## config.mk

```make
export PLATFORM = sky130hd
export DESIGN_NAME = pwr_mode_top
export DESIGN_NICKNAME = d
export VERILOG_FILES = /design/src/rtl/pwr_mode_pkg.sv /design/src/rtl/pwr_mode_ctrl.sv /design/src/rtl/pwr_reg_dp.sv /design/src/rtl/pwr_mode_top.sv
export SDC_FILE = /design/constraint.sdc
export NUM_CORES = 1
export LEC_CHECK = 0
export ABC_CLOCK_PERIOD_IN_PS = 2100
export BUFFER_PORTS_ARGS = -buffer_cell sky130_fd_sc_hd__buf_4
export CELL_PAD_IN_SITES_DETAIL_PLACEMENT = 2
export CELL_PAD_IN_SITES_GLOBAL_PLACEMENT = 2
export CORE_ASPECT_RATIO = 0.75
export CORE_MARGIN = 10
export CORE_UTILIZATION = 30
export CTS_BUF_LIST = sky130_fd_sc_hd__clkbuf_8
export CTS_CLUSTER_DIAMETER = 40
export CTS_CLUSTER_SIZE = 25
export DETAILED_ROUTE_END_ITERATION = 10
export PLACE_DENSITY = 0.87
export SLEW_MARGIN = 20
export SYNTH_ARGS = -nofsm -noshare
export SYNTH_HDL_FRONTEND = slang
export SYNTH_HIERARCHICAL = 1
export SYNTH_SLANG_ARGS = --single-unit
```

## constraint.sdc

```tcl
create_clock -name clk -period 2.1 [get_ports clk]
set_input_delay 0.42 -clock clk [delete_from_list [all_inputs] [get_ports clk]]
set_output_delay 0.42 -clock clk [all_outputs]
set_load 0.02 [all_outputs]
```

## src/rtl/pwr_mode_pkg.sv

```systemverilog
package pwr_mode_pkg;

  typedef enum logic [1:0] {
    MODE_RUN  = 2'd0,
    MODE_IDLE = 2'd1,
    MODE_DOWN = 2'd2
  } modeE;

  // strobes from the control FSM into the register datapath
  typedef struct packed {
    logic wrAccept;  // load the register from the write data
    logic clrIdle;   // interrupt wake: drop the idle bit
    logic clrAll;    // filtered hardware reset
  } pconStrobeT;

  localparam int BitIdle = 0;
  localparam int BitDown = 1;
  localparam int BitGf0  = 2;
  localparam int BitGf1  = 3;
  localparam int BitDbl  = 7;

endpackage

```

## src/rtl/pwr_mode_ctrl.sv

```systemverilog
module pwr_mode_ctrl
  import pwr_mode_pkg::*;
#(
  parameter int          ADDR_W    = 8,
  parameter logic [7:0]  PCON_ADDR = 8'h87,
  parameter int          RST_HOLD  = 24
) (
  input  logic              clk,
  input  logic              rst_n,
  input  logic              rstPin,
  input  logic              sfrWe,
  input  logic [ADDR_W-1:0] sfrAddr,
  input  logic              wrDown,
  input  logic              wrIdle,
  input  logic              irqPending,
  output pconStrobeT        strobe,
  output logic              cpuClkEn,
  output logic              perClkEn,
  output logic              strobeOvr,
  output logic              strobeLvl
);

  localparam int               CNT_W   = $clog2(RST_HOLD + 1);
  localparam logic [CNT_W-1:0] FIRE_AT = CNT_W'(RST_HOLD - 1);
  localparam logic [CNT_W-1:0] CNT_SAT = CNT_W'(RST_HOLD);

  modeE             modeQ, modeNext;
  logic [CNT_W-1:0] rstCnt;
  logic             rstFire;
  logic             addrHit;
  logic             cpuEnQ, perEnQ, ovrQ, lvlQ;

  assign addrHit = sfrWe && (sfrAddr == PCON_ADDR[ADDR_W-1:0]);
  assign rstFire = rstPin && (rstCnt >= FIRE_AT);

  // reset hold filter: counts consecutive sampled-high edges
  always_ff @(posedge clk or negedge rst_n) begin
    if (!rst_n)                rstCnt <= '0;
    else if (!rstPin)          rstCnt <= '0;
    else if (rstCnt != CNT_SAT) rstCnt <= rstCnt + 1'b1;
  end

  always_comb begin
    strobe   = '0;
    modeNext = modeQ;
    if (rstFire) begin
      strobe.clrAll = 1'b1;
      modeNext      = MODE_RUN;
    end else begin
      case (modeQ)
        MODE_RUN: begin
          if (addrHit) begin
            strobe.wrAccept = 1'b1;
            if (wrDown)      modeNext = MODE_DOWN;
            else if (wrIdle) modeNext = MODE_IDLE;
          end
        end
        MODE_IDLE: begin
          if (irqPending) begin
            strobe.clrIdle = 1'b1;
            modeNext       = MODE_RUN;
          end
        end
        default: modeNext = modeQ;
      endcase
    end
  end

  // enables are flops fed from the next mode: one edge, no decode glitch
  always_ff @(posedge clk or negedge rst_n) begin
    if (!rst_n) begin
      modeQ  <= MODE_RUN;
      cpuEnQ <= 1'b1;
      perEnQ <= 1'b1;
      ovrQ   <= 1'b0;
      lvlQ   <= 1'b0;
    end else begin
      modeQ  <= modeNext;
      cpuEnQ <= (modeNext == MODE_RUN);
      perEnQ <= (modeNext != MODE_DOWN);
      ovrQ   <= (modeNext != MODE_RUN);
      lvlQ   <= (modeNext == MODE_IDLE);
    end
  end

  assign cpuClkEn  = cpuEnQ;
  assign perClkEn  = perEnQ;
  assign strobeOvr = ovrQ;
  assign strobeLvl = lvlQ;

  AST_EN_ORDER: assert property (@(posedge clk) disable iff (!rst_n)
    !perEnQ |-> !cpuEnQ);
  AST_IDLE_WAKE: assert property (@(posedge clk) disable iff (!rst_n)
    (modeQ == MODE_IDLE && irqPending && !rstPin) |=> cpuEnQ);
  AST_DOWN_HOLDS: assert property (@(posedge clk) disable iff (!rst_n)
    (modeQ == MODE_DOWN && !rstPin) |=> (modeQ == MODE_DOWN && !perEnQ));
  AST_SHORT_RST: assert property (@(posedge clk) disable iff (!rst_n)
    (modeQ == MODE_DOWN && rstPin && rstCnt < FIRE_AT) |=> modeQ == MODE_DOWN);
  AST_STROBE_LVL: assert property (@(posedge clk) disable iff (!rst_n)
    lvlQ |-> (ovrQ && perEnQ));

endmodule

```

## src/rtl/pwr_reg_dp.sv

```systemverilog
module pwr_reg_dp
  import pwr_mode_pkg::*;
(
  input  logic       clk,
  input  logic       rst_n,
  input  pconStrobeT strobe,
  input  logic [7:0] sfrWdata,
  input  logic       extFetch,
  output logic       dblBaud,
  output logic [1:0] genFlags,
  output logic       downBit,
  output logic       idleBit,
  output logic       loPortFloat,
  output logic       hiPortAddr
);

  localparam logic [7:0] KEEP_MASK = 8'b1000_1110;

  logic [7:0] pconQ, wrVal;

  // unused bits 6:4 are held at zero; down wins over idle
  always_comb begin
    wrVal         = sfrWdata & KEEP_MASK;
    wrVal[BitIdle] = sfrWdata[BitIdle] & ~sfrWdata[BitDown];
  end

  always_ff @(posedge clk or negedge rst_n) begin
    if (!rst_n)                pconQ <= '0;
    else if (strobe.clrAll)    pconQ <= '0;
    else if (strobe.wrAccept)  pconQ <= wrVal;
    else if (strobe.clrIdle)   pconQ[BitIdle] <= 1'b0;
  end

  assign dblBaud     = pconQ[BitDbl];
  assign genFlags    = {pconQ[BitGf1], pconQ[BitGf0]};
  assign downBit     = pconQ[BitDown];
  assign idleBit     = pconQ[BitIdle];
  assign loPortFloat = extFetch & (pconQ[BitDown] | pconQ[BitIdle]);
  assign hiPortAddr  = extFetch & pconQ[BitIdle];

  AST_DOWN_WINS: assert property (@(posedge clk) disable iff (!rst_n)
    (strobe.wrAccept && sfrWdata[BitDown] && !strobe.clrAll) |=> (downBit && !idleBit));
  AST_WAKE_KEEPS: assert property (@(posedge clk) disable iff (!rst_n)
    strobe.clrIdle |=> (!idleBit && $stable(genFlags) && $stable(dblBaud)));
  AST_ONE_MODE: assert property (@(posedge clk) disable iff (!rst_n)
    !(downBit && idleBit));
  AST_RST_CLEARS: assert property (@(posedge clk) disable iff (!rst_n)
    strobe.clrAll |=> (pconQ == 8'h00));

endmodule

```

## src/rtl/pwr_mode_top.sv

```systemverilog
module pwr_mode_top
  import pwr_mode_pkg::*;
#(
  parameter int          ADDR_W    = 8,
  parameter logic [7:0]  PCON_ADDR = 8'h87,
  parameter int          RST_HOLD  = 24
) (
  input  logic              clk,
  input  logic              rst_n,
  input  logic              rstPin,
  input  logic              sfrWe,
  input  logic [ADDR_W-1:0] sfrAddr,
  input  logic [7:0]        sfrWdata,
  input  logic              irqPending,
  input  logic              extFetch,
  output logic              cpuClkEn,
  output logic              perClkEn,
  output logic              dblBaud,
  output logic [1:0]        genFlags,
  output logic              strobeOvr,
  output logic              strobeLvl,
  output logic              loPortFloat,
  output logic              hiPortAddr
);

  pconStrobeT strobe;
  logic       downBit, idleBit;

  pwr_mode_ctrl #(
    .ADDR_W(ADDR_W), .PCON_ADDR(PCON_ADDR), .RST_HOLD(RST_HOLD)
  ) ctrl_i (
    .clk(clk), .rst_n(rst_n), .rstPin(rstPin),
    .sfrWe(sfrWe), .sfrAddr(sfrAddr),
    .wrDown(sfrWdata[BitDown]), .wrIdle(sfrWdata[BitIdle]),
    .irqPending(irqPending), .strobe(strobe),
    .cpuClkEn(cpuClkEn), .perClkEn(perClkEn),
    .strobeOvr(strobeOvr), .strobeLvl(strobeLvl)
  );

  pwr_reg_dp dp_i (
    .clk(clk), .rst_n(rst_n), .strobe(strobe), .sfrWdata(sfrWdata),
    .extFetch(extFetch), .dblBaud(dblBaud), .genFlags(genFlags),
    .downBit(downBit), .idleBit(idleBit),
    .loPortFloat(loPortFloat), .hiPortAddr(hiPortAddr)
  );

  // register mode bits and clock enables come from separate flops
  AST_BITS_MATCH_EN: assert property (@(posedge clk) disable iff (!rst_n)
    (downBit == !perClkEn) && (idleBit == (perClkEn && !cpuClkEn)));

endmodule

```

After elaboration in Yosys (flattened, before gate mapping):

Cells that the tools add are included.

* bits in registers: 19
* bits of input ports: 22
* logic and storage cells: 46

* eq/ne operators: 6
* mux-type cells: 18
* order comparisons: 1
* add/sub/neg operators: 1
* bitwise gates (word level): 5
* reductions and logical operators: 7

Operators by type and width (number)
* 2-bit 2-to-1 mux: 6
* 5-bit 2-to-1 mux: 2
* 8-bit equality test, second input constant: 1
* 8-bit 2-to-1 mux: 1
* 1-bit 2-to-1 mux: 7
* 7-bit 2-to-1 mux: 1
* 5-bit by 1-bit adder with 5-bit output, second input constant: 1
* 5-bit greater-or-equal comparator, second input constant: 1
* 5-bit inequality test, second input constant: 1
* 2-bit by 1-bit equality test with 1-bit output, second input constant: 2
* 2-bit zero test: 2
* 2-bit case mux with 2 select lines: 1
* 2-bit nonzero test: 2
* 1-bit bitwise AND: 3
* 3-bit nonzero test: 1
* 1-bit logical AND: 2
* 2-bit by 1-bit inequality test with 1-bit output, second input constant: 1
* 2-bit inequality test, second input constant: 1
* 1-bit NOT: 1
* 1-bit bitwise OR: 1

Depth between registers and ports, before layout:

* word-level depth: 8
* depth in mapped cells: 8
* mapped depth without buffers: 7

By module:

The synthesis kept the hierarchy.

By module, submodules not included
* pwr_mode_ctrl: area each 588.1 um2, instances 1, cells an instance 56
* pwr_reg_dp: area each 226.5 um2, instances 1, cells an instance 19

Worst setup path before layout:

No wires, ideal clock.

* kind: flip-flop to flip-flop
* start: register ctrl_i.rstCnt[0]
* end: register dp_i.pconQ[1]
* path buffers: 1
* data arrival time: 1765 ps
* library setup time: 118 ps
* setup slack: 217 ps
* cell stages (with the launch flop): 9
* cell sequence: dfrtp_1 -> ha_1 -> a211o_1 -> nand2_1 -> inv_1 -> nor4_1 -> buf_6 -> mux2i_1 -> nor2_1

RTL lines
* from (decl): line pwr_mode_ctrl.sv:28 `logic [CNT_W-1:0] rstCnt;`
* from (signal assigned): line pwr_mode_ctrl.sv:40 `else if (rstCnt != CNT_SAT) rstCnt <= rstCnt + 1'b1;`
* to (signal assigned): line pwr_reg_dp.sv:30 `else if (strobe.wrAccept) pconQ <= wrVal;`
* to (decl): line pwr_reg_dp.sv:19 `logic [7:0] pconQ, wrVal;`

==> flow_summary.json <==
{
  "design.core.area_mm2": 0.00260,
  "cp-end-kind": "flop",
  "clock-sinks": 16,
  "final_cell_mix": "buf_4 (34), dfrtp_1 (14), nor2_1 (8)",
  "synth_top_area_cell": "dfrtp_1",
  "report.final.slew_viol_count": 0,
  "switchingPower_mw": 0.173,
  "post-route-drc-count": 0,
  "worstMarginPinSlew_ps": 394,
  "fin_crit_ps": 2010,
  "design_area_mm2": 0.00115,
  "switching_share_pct": 25.5,
  "critPathTopFamily": "flip-flops",
  "path_depth": 8,
  "netlist_area_um2": 815,
  "clk_latency_ps": 250,
  "clk_pin_slew_ps": 70,
  "clkPwrFrac_pct": 35.7,
  "fp.dieH_um": 65.1,
  "hold_viol": 0,
  "crit_required_ps": 2250,
  "synthDominantCellAreaShare_pct": 43.0,
  "grt_max_degree": 17,
  "hpwl_mm": 1.97,
  "status": "completed",
  "reg2reg_from": "ctrl_i/rstCnt[0]",
  "critPathMaxFanout": 6,
  "die_area_mm2": 0.00522,
  "syn-num-nets": 99,
  "pin_count": 31,
  "path_class": "reg -> reg",
  "wl_met1_um": 972,
  "antenna_left": 0,
  "final_cells": 147,
  "fin_util_pct": 44.3,
  "synth_cell_types": 30,
  "cts-root-buf": "clkbuf_8",
  "reg2reg_depth": 8,
  "yosys-top-cells-area": "dfrtp_1 (43%), dfstp_2 (6.5%), mux2i_1 (4.9%)",
  "wl_met2_mm": 1.55,
  "final_common_cell": "buf_4",
  "slowest_delay_ps": 420,
  "drive_gt1_share_pct": 40.5,
  "antenna_found_initial": 0,
  "timing.reg2reg.setup_slack_ps": 90,
  "diodes": 0,
  "synth_seq_cells": 16,
  "vias": 722,
  "via_per_inst": 4.91,
  "gp_congestion": 0.804,
  "setup_ws_ps": 88.1,
  "ctsLongestPathBuffers": 2,
  "ys_seq_area_share_pct": 49.5,
  "cp-start-kind": "flop",
  "first_global_vias": 891,
  "row_count": 16,
  "numPortBuffers": 27,
  "crit_buf_inv": 2,
  "power_mw": 0.680,
  "grt_use_total_pct": 10.8,
  "crit_arrival_ps": 2160,
  "grt_pass1_wl_mm": 4.30,
  "tritoncts": "built",
  "nNetsFinal": 136,
  "overflow": 0,
  "cap_violations": 0,
  "htree_levels": 1,
  "fmax_mhz": 497,
  "vdd_drop_max_mv": 0.227,
  "synthCells": 75,
  "cp_cell_sequence": "ha_2 -> a211o_1 -> nand2_2 -> inv_1 -> nor4_2 -> buf_4 -> mux2i_1 -> nor2_1",
  "r2r_end": "dp_i/pconQ[7]",
  "fin_crit_sh_pct": 95.8,
  "met3_wirelength_um": 160,
  "wl_per_cell_um": 18.4,
  "dr.first_iter.drc_count": 15,
  "pre_cts_ws_ps": 20.0,
  "fin_skew_ps": 8.92,
  "comb_power_share_pct": 15.3,
  "initial_core_util_pct": 31.3,
  "maxSlewHeadroom_pct": 73.7,
  "syn_avg_cell_area_um2": 10.9,
  "crit_slowest_cell": "dfrtp_1",
  "num-fill-cells": 280,
  "hp-class": "in -> async",
  "synth-warning-count": 6,
  "area_growth_pct": 41.5,
  "dpl.cell_count": 138,
  "setup_viol": 0,
  "routed_wirelength_mm": 2.70,
  "p_leak_nw": 0.584,
  "first_pass_iters": 2,
  "p_seq_share_pct": 49.0,
  "place_area_mm2": 0.00106,
  "p_int_mw": 0.506,
  "power_density_mw_per_mm2": 590,
  "dieWidth_um": 80.2,
  "cts_buffers": 3,
  "highest_layer": "met4"
}
metrics by stage:
stage | setup TNS [ps] | hold WS [ps]
after global placement | 0 | 292
after detailed placement | 0 | 299
final | 0 | 15.4
after global routing | -15.7 | 20.1
after floorplan | 0 | 124
after CTS | 0 | 19.2
final cells by class:
class | instances | area [µm²] | share of cell area, %
sequential | 16 | 403 | 35.0
multi-input combinational | 54 | 393 | 34.1
timing repair buffer | 34 | 255 | 22.1
tap | 36 | 45.0 | 3.91
clock buffer | 3 | 41.3 | 3.58
inverter | 3 | 11.3 | 0.977
clock inverter | 1 | 3.75 | 0.326
power by group through the flow:
stage | Combinational, mW | Sequential, mW | Clock, mW
3_3_place_gp | 0.0890 | 0.337 | 0
2_1_floorplan | 0.0326 | 0.343 | 0
4_1_cts | 0.0968 | 0.333 | 0.250
5_1_grt | 0.115 | 0.334 | 0.267
6_report | 0.104 | 0.333 | 0.243
3_5_place_dp | 0.0944 | 0.338 | 0
cells by family (layout without fill, tap and decap cells):
group                    after synthesis  in the layout  share of synthesized area, %
AND/OR/NAND/NOR                       34             34                          23.2
flip-flops                            16             16                          49.5
AO/OA/AOI/OAI                         10             10                          11.4
buffers and inverters                  5             41                          3.69
XOR/XNOR                               4              4                          4.30
multiplexers                           4              4                          4.92
adder cells (fa/ha/maj)                2              2                          3.07
registers in the layout (all words and copies together), names as in the netlist:
signal	count
ctrl_i/rstCnt	5
dp_i/pconQ	5
ctrl_i/modeQ	2
ctrl_i/cpuClkEn	1
ctrl_i/perClkEn	1
ctrl_i/strobeLvl	1
ctrl_i/strobeOvr	1
cell usage after synthesis:
cell and n:
dfrtp_1 14, nor2_1 8, nand2_1 6, and2_1 4
mux2i_1 4, nand3_1 4, inv_1 3, nand3b_1 3
xnor2_1 3, a21oi_1 2, and3_1 2, dfstp_2 2
ha_1 2, nand4b_1 2, a2111oi_4 1, a211o_1 1
a21bo_2 1, a221oi_1 1, buf_4 1, buf_6 1
nand2b_1 1, nor2b_1 1, nor4_1 1, o211a_1 1
o21a_1 1, o21ai_0 1, o21ai_1 1, or3b_1 1
or4_4 1, xor2_1 1
routing by layer:
layer	vias up	GRT usage [%]
met5	-	0
met4	0	3.51
met3	4	5.84
met2	18	20.5
met1	370	9.58
li1	330	-
how the worst max path moves through the flow:
stage / start / endpoint
2_1_floorplan: ctrl_i/rstCnt[0] / dp_i/pconQ[1]
3_3_place_gp: sfrAddr[3] / ctrl_i/strobeLvl
3_5_place_dp: sfrAddr[3] / ctrl_i/strobeLvl
4_1_cts: ctrl_i/rstCnt[0] / dp_i/pconQ[7]
5_1_grt: ctrl_i/rstCnt[0] / dp_i/pconQ[7]
6_report: ctrl_i/rstCnt[0] / dp_i/pconQ[7]
repair_timing:
action / CTS / global route
hold buffers: 0 / 0
gates resized for setup: 2 / 1
setup buffers: 0 / 5
endpoints found under the setup margin: 5 / 6
pin swaps: 0 / 5
No activity file was read; power rests on OpenSTA's default activity.
